<file path="src/rtl/cla_pkg.sv">
package cla_pkg;
    localparam int unsigned SLICE_W   = 4;
    localparam int unsigned NUM_SLICE = 4;
    localparam int unsigned ADD_W     = SLICE_W * NUM_SLICE;

    typedef struct packed {
        logic gen;
        logic prop;
    } grp_t;
endpackage

</file>
<file path="src/rtl/cla_bitcell.sv">
module cla_bitcell (
    input  logic a_i,
    input  logic b_i,
    output logic g_o,
    output logic p_o
);
    always_comb begin
        g_o = a_i & b_i;
        p_o = a_i ^ b_i;
    end
endmodule

</file>
<file path="src/rtl/cla_lookahead4.sv">
module cla_lookahead4 (
    input  logic [3:0] g_i,
    input  logic [3:0] p_i,
    input  logic       ci_i,
    output logic [3:0] c_o,
    output logic       gg_o,
    output logic       pg_o,
    output logic       co_o
);
    always_comb begin
        c_o[0] = ci_i;
        c_o[1] = g_i[0] | (p_i[0] & ci_i);
        c_o[2] = g_i[1] | (p_i[1] & g_i[0]) | (p_i[1] & p_i[0] & ci_i);
        c_o[3] = g_i[2] | (p_i[2] & g_i[1]) | (p_i[2] & p_i[1] & g_i[0])
               | (p_i[2] & p_i[1] & p_i[0] & ci_i);
        pg_o   = p_i[3] & p_i[2] & p_i[1] & p_i[0];
        gg_o   = g_i[3] | (p_i[3] & g_i[2]) | (p_i[3] & p_i[2] & g_i[1])
               | (p_i[3] & p_i[2] & p_i[1] & g_i[0]);
        co_o   = gg_o | (pg_o & ci_i);
    end

    // group generate and group propagate exclude each other
    always_comb begin
        a_r7_grp_exclusive: assert (!(gg_o && pg_o))
            else $error("group generate and propagate both high");
    end
endmodule

</file>
<file path="src/rtl/cla_slice.sv">
module cla_slice
    import cla_pkg::*;
(
    input  logic [SLICE_W-1:0] a_i,
    input  logic [SLICE_W-1:0] b_i,
    input  logic               ci_i,
    output logic [SLICE_W-1:0] s_o,
    output grp_t               grp_o,
    output logic               co_o
);
    logic [SLICE_W-1:0] g_w;
    logic [SLICE_W-1:0] p_w;
    logic [SLICE_W-1:0] c_w;
    logic               gg_w;
    logic               pg_w;

    for (genvar i = 0; i < SLICE_W; i++) begin : g_bit
        cla_bitcell u_cell (
            .a_i (a_i[i]),
            .b_i (b_i[i]),
            .g_o (g_w[i]),
            .p_o (p_w[i])
        );
    end

    cla_lookahead4 u_la (
        .g_i  (g_w),
        .p_i  (p_w),
        .ci_i (ci_i),
        .c_o  (c_w),
        .gg_o (gg_w),
        .pg_o (pg_w),
        .co_o (co_o)
    );

    always_comb begin
        s_o       = p_w ^ c_w;
        grp_o.gen  = gg_w;
        grp_o.prop = pg_w;
    end
endmodule

</file>
<file path="src/rtl/cla16_adder.sv">
module cla16_adder
    import cla_pkg::*;
(
    input  logic [ADD_W-1:0] op_a,
    input  logic [ADD_W-1:0] op_b,
    input  logic             carry_in,
    output logic [ADD_W-1:0] sum_out,
    output logic             carry_out,
    output logic             grp_gen,
    output logic             grp_prop
);
    grp_t [NUM_SLICE-1:0]   slice_grp;
    logic [NUM_SLICE-1:0]   slice_g;
    logic [NUM_SLICE-1:0]   slice_p;
    logic [NUM_SLICE-1:0]   slice_co;
    logic [NUM_SLICE-1:0]   slice_ci;

    for (genvar k = 0; k < NUM_SLICE; k++) begin : g_slice
        cla_slice u_slice (
            .a_i   (op_a[k*SLICE_W +: SLICE_W]),
            .b_i   (op_b[k*SLICE_W +: SLICE_W]),
            .ci_i  (slice_ci[k]),
            .s_o   (sum_out[k*SLICE_W +: SLICE_W]),
            .grp_o (slice_grp[k]),
            .co_o  (slice_co[k])
        );
        assign slice_g[k] = slice_grp[k].gen;
        assign slice_p[k] = slice_grp[k].prop;
    end

    cla_lookahead4 u_top_la (
        .g_i  (slice_g),
        .p_i  (slice_p),
        .ci_i (carry_in),
        .c_o  (slice_ci),
        .gg_o (grp_gen),
        .pg_o (grp_prop),
        .co_o (carry_out)
    );

    // the carry each slice forms itself agrees with the second-level carry
    for (genvar k = 0; k < NUM_SLICE - 1; k++) begin : g_chk
        always_comb begin
            a_r6_slice_carry_match: assert (slice_co[k] == slice_ci[k+1])
                else $error("slice %0d carry mismatch", k);
        end
    end

    always_comb begin
        a_r6_last_carry_match: assert (slice_co[NUM_SLICE-1] == carry_out)
            else $error("final carry mismatch");

        a_r3_gen_forces_carry: assert (!grp_gen || carry_out)
            else $error("generate without carry-out");

        a_r5_full_propagate: assert (!grp_prop ||
            ((carry_out == carry_in) &&
             (sum_out == (carry_in ? {ADD_W{1'b0}} : {ADD_W{1'b1}}))))
            else $error("full propagate result wrong");
    end
endmodule

</file>
<file path="config.mk">
export PLATFORM = sky130hd
export DESIGN_NAME = cla16_adder
export DESIGN_NICKNAME = d
export VERILOG_FILES = /design/src/rtl/cla_pkg.sv /design/src/rtl/cla_bitcell.sv /design/src/rtl/cla_lookahead4.sv /design/src/rtl/cla_slice.sv /design/src/rtl/cla16_adder.sv
export SDC_FILE = /design/constraint.sdc
export NUM_CORES = 1
export LEC_CHECK = 0
export ABC_AREA = 0
export BUFFER_PORTS_ARGS = -buffer_cell sky130_fd_sc_hd__buf_2
export CORE_MARGIN = 3
export CORE_UTILIZATION = 47
export DETAILED_ROUTE_END_ITERATION = 7
export PLACE_DENSITY = 0.91
export SLEW_MARGIN = 5
export SYNTH_ARGS = -nofsm -noshare
export SYNTH_HDL_FRONTEND = slang
export SYNTH_SLANG_ARGS = --single-unit
export TNS_END_PERCENT = 1
</file>
<file path="constraint.sdc">
create_clock -name vclk -period 5.1
set_input_delay 0 -clock vclk [all_inputs]
set_output_delay 0 -clock vclk [all_outputs]
set_load 0.02 [all_outputs]
</file>
==> flow_summary.html <==
<table>
<tr><th>Metric</th><th>Value</th></tr>
<tr><th colspan="2">Outcome</th></tr>
<tr><td>Result of the run</td><td>finished, final reports clean</td></tr>
<tr><th colspan="2">Final layout</th></tr>
<tr><td>Diodes inserted</td><td>0</td></tr>
<tr><td>Number of nets in the finished design</td><td>193</td></tr>
<tr><td>Relative area change from synthesis to final layout</td><td>38.65%</td></tr>
<tr><td>Share of final-layout standard cells stronger than drive strength 1</td><td>0.4130</td></tr>
<tr><td>Post-route core utilization</td><td>0.7326</td></tr>
<tr><td>Number of sequential cells</td><td>0</td></tr>
<tr><td>Fill cells</td><td>111</td></tr>
<tr><td>Clock buf count</td><td>0</td></tr>
<tr><td>Multi-input gate area</td><td>approximately 700 sq um</td></tr>
<tr><td>Area of all sequential standard cells</td><td>0 sq um</td></tr>
<tr><th colspan="2">Worst setup path</th></tr>
<tr><td>Critical Path Source Type</td><td>primary input</td></tr>
<tr><td>Kind of cell adding the most delay to the critical path</td><td>compound AO/OA/AOI/OAI gates</td></tr>
<tr><td>List of cells traversed by the critical path</td><td>buf_2, ha_1, a21o_1, a221oi_2, inv_2, a221o_1, fa_1, xor2_1, buf_2</td></tr>
<tr><td>CP max stage delay</td><td>400 ps</td></tr>
<tr><td>Data arrival, critical path</td><td>2170 ps</td></tr>
<tr><td>Cell type with the highest occurrence count on the critical path</td><td>buf_2</td></tr>
<tr><td>Launch point of the worst path</td><td>op_a[2]</td></tr>
<tr><td>Buf+Inv Stages, Crit Path</td><td>3</td></tr>
<tr><td>Crit path kind</td><td>in2out</td></tr>
<tr><td>Critical path required time</td><td>approximately 5100 ps</td></tr>
<tr><td>CP max stage cell</td><td>fa_1</td></tr>
<tr><td>Biggest fanout along the worst timing path</td><td>4</td></tr>
<tr><td>Category of the worst setup path capture point</td><td>primary output</td></tr>
<tr><th colspan="2">Global route</th></tr>
<tr><td>Total gr overflow</td><td>0</td></tr>
<tr><td>GRT Overall Usage</td><td>0.1951</td></tr>
<tr><td>Via count of the first global-routing pass</td><td>842</td></tr>
<tr><td>Antenna violations before repair</td><td>0</td></tr>
<tr><td>Largest net degree at the start of global routing</td><td>6</td></tr>
<tr><td>Wire length of the first global-routing pass</td><td>approximately 3200 um</td></tr>
<tr><th colspan="2">Floorplan</th></tr>
<tr><td>Initial Utilization</td><td>0.5284</td></tr>
<tr><td>Number of rows created at floorplan</td><td>13</td></tr>
<tr><td>Total core area</td><td>1366 sq um</td></tr>
<tr><td>Overall die area</td><td>just over 2000 sq um</td></tr>
<tr><td>Horizontal die dimension</td><td>45.19 um</td></tr>
<tr><td>Height of the chip</td><td>between 40 and 50 um</td></tr>
<tr><td>I/O pin count</td><td>52</td></tr>
<tr><th colspan="2">Synth</th></tr>
<tr><td>Cells taking the most area after synthesis</td><td>ha_1 (28%), fa_1 (11%), xnor2_1 (11%)</td></tr>
<tr><td>Ys Warns</td><td>0</td></tr>
<tr><td>Synth Cell Area</td><td>721.9 sq um</td></tr>
<tr><td>Cell variety after synth</td><td>25</td></tr>
<tr><td>Syn_nets</td><td>139</td></tr>
<tr><td>Most numerous cell types in the synthesized netlist</td><td>ha_1 (16), xnor2_1 (9), a21oi_1 (8)</td></tr>
<tr><td>Fraction of synthesized cell area taken by the top area cell type</td><td>0.2773</td></tr>
<tr><td>Number of standard cells after synthesis</td><td>86</td></tr>
<tr><td>Fraction of the yosys area taken by sequential cells</td><td>0</td></tr>
<tr><td>Cell type with the highest aggregate area in the netlist</td><td>ha_1</td></tr>
<tr><td>Most frequently used cell type in the post-synthesis netlist</td><td>ha_1</td></tr>
<tr><td>Post-Syn Area per Cell</td><td>8.395 sq um</td></tr>
<tr><th colspan="2">Drt</th></tr>
<tr><td>DRC errors left</td><td>0</td></tr>
<tr><td>Iteration-0 DRC Markers</td><td>9</td></tr>
<tr><td>Via-to-Cell Ratio</td><td>5.699</td></tr>
<tr><td>Post-route ant nets</td><td>0</td></tr>
<tr><td>First-pass iteration count of the detailed router</td><td>6</td></tr>
<tr><td>Routed wire length</td><td>1964 um</td></tr>
<tr><td>Wire length per cell after detailed routing</td><td>12.84 um</td></tr>
<tr><td>Via count</td><td>872</td></tr>
<tr><th colspan="2">Power</th></tr>
<tr><td>IR drop worst, VDD</td><td>0.08736 mV</td></tr>
<tr><td>Total power divided by cell area</td><td>173.8 nW/um^2</td></tr>
<tr><td>Total power</td><td>0.1739 mW</td></tr>
<tr><td>Static Leakage</td><td>0.5427 nW</td></tr>
<tr><th colspan="2">Worst hold path</th></tr>
<tr><td>Startpoint of the tightest hold check path</td><td>carry_in</td></tr>
<tr><td>Path class of the lowest-slack min-delay path</td><td>in2out</td></tr>
<tr><th colspan="2">CTS</th></tr>
<tr><td>Buffers inserted during post-CTS setup optimization</td><td>0</td></tr>
<tr><td>Post_cts resized</td><td>0</td></tr>
<tr><td>Cts hold-fix bufs</td><td>0</td></tr>
<tr><th colspan="2">STA</th></tr>
<tr><td>Worst slew margin relative to its limit</td><td>0.7913</td></tr>
<tr><td>Final number of hold-violating endpoints</td><td>0</td></tr>
<tr><td>Period utilization</td><td>0.4262</td></tr>
<tr><td>Post-layout minimum cycle time</td><td>2174 ps</td></tr>
<tr><td>Unrepaired setup endpoints after global routing</td><td>false</td></tr>
<tr><td>Highest Clock Rate</td><td>460.1 MHz</td></tr>
<tr><td>Total count of max-transition violations in the final report</td><td>0</td></tr>
<tr><td>Slew at the pin with the worst max-slew slack</td><td>309.8 ps</td></tr>
<tr><td>Final-layout setup total negative slack</td><td>0 ps</td></tr>
<tr><td>Setup violators final</td><td>0</td></tr>
<tr><th colspan="2">Job</th></tr>
<tr><td>Number of maximum-capacitance constraint violations</td><td>0</td></tr>
<tr><th colspan="2">Placement</th></tr>
<tr><td>HPWL after detailed placement</td><td>1835 um</td></tr>
<tr><td>I/O Buffers</td><td>52</td></tr>
<tr><td>Final Wtd Congestion</td><td>roughly 0.78</td></tr>
</table>
logic make-up (layout without fill, tap and decap cells):
| logic type | count (synthesis) | count (layout) | share of synthesized area |
|---|---|---|---|
| AO/OA/AOI/OAI | 31 | 31 | 0.2998 |
| XOR/XNOR | 12 | 12 | 0.1456 |
| buffers and inverters | 5 | 57 | 0.02599 |
| AND/OR/NAND/NOR | 18 | 18 | 0.1404 |
| adder cells (fa/ha/maj) | 20 | 20 | 0.3882 |
layout make-up:
cell class | count | area share
Inverter | 5 | 0.01875
Multi-Input combinational cell | 81 | 0.7025
Tap cell | 15 | 0.01875
Timing Repair Buffer | 52 | 0.2600
final timing paths:
path	endpoint	slack, ps	depth (start not counted)
max	sum_out[13]	2930	9
min	carry_out	400	4
metrics by stage:
step | hold slack, ps | worst slack, ps | cell area, sq um | instances
detailed placement | 403.2 | 2938 | 1001 | 153
floorplan | 256.1 | 3088 | 721.9 | 86
global route | 436.9 | 2783 | 1001 | 153
finish | 396.7 | 2926 | 1001 | 153
CTS | 403.0 | 2941 | 1001 | 153
global placement | 404.2 | 2981 | 1001 | 153
placed cells by master, fill, tap and decap left out, drive strengths merged, types with 2 or more instances in the layout:
cell / n
nand4: 2
fa: 4
and4: 3
xor2: 3
nand2: 3
a21oi: 8
ha: 16
o21ai: 6
nor2: 6
inv: 5
a31oi: 4
a221oi: 3
a21o: 5
buf: 52
xnor2: 9
report_power, final:
| part | switching (mW) | internal (mW) | total, mW |
|---|---|---|---|
| registers | 0 | 0 | 0 |
| clock network | 0 | 0 | 0 |
| logic | 0.103 | 0.0711 | 0.174 |
metal layers:
layer | routed length (um) | global-route usage | vias up | share of wire
met3 | 139 | 0.01594 | 6 | 0.071
met5 | 0 | 0 | - | 0
met4 | 51 | 0.05848 | 0 | 0.026
li1 | - | - | 435 | -
met1 | 773 | 0.2196 | 392 | 0.39
met2 | 1000 | 0.3785 | 39 | 0.51
No activity file was read; power rests on OpenSTA's default activity.
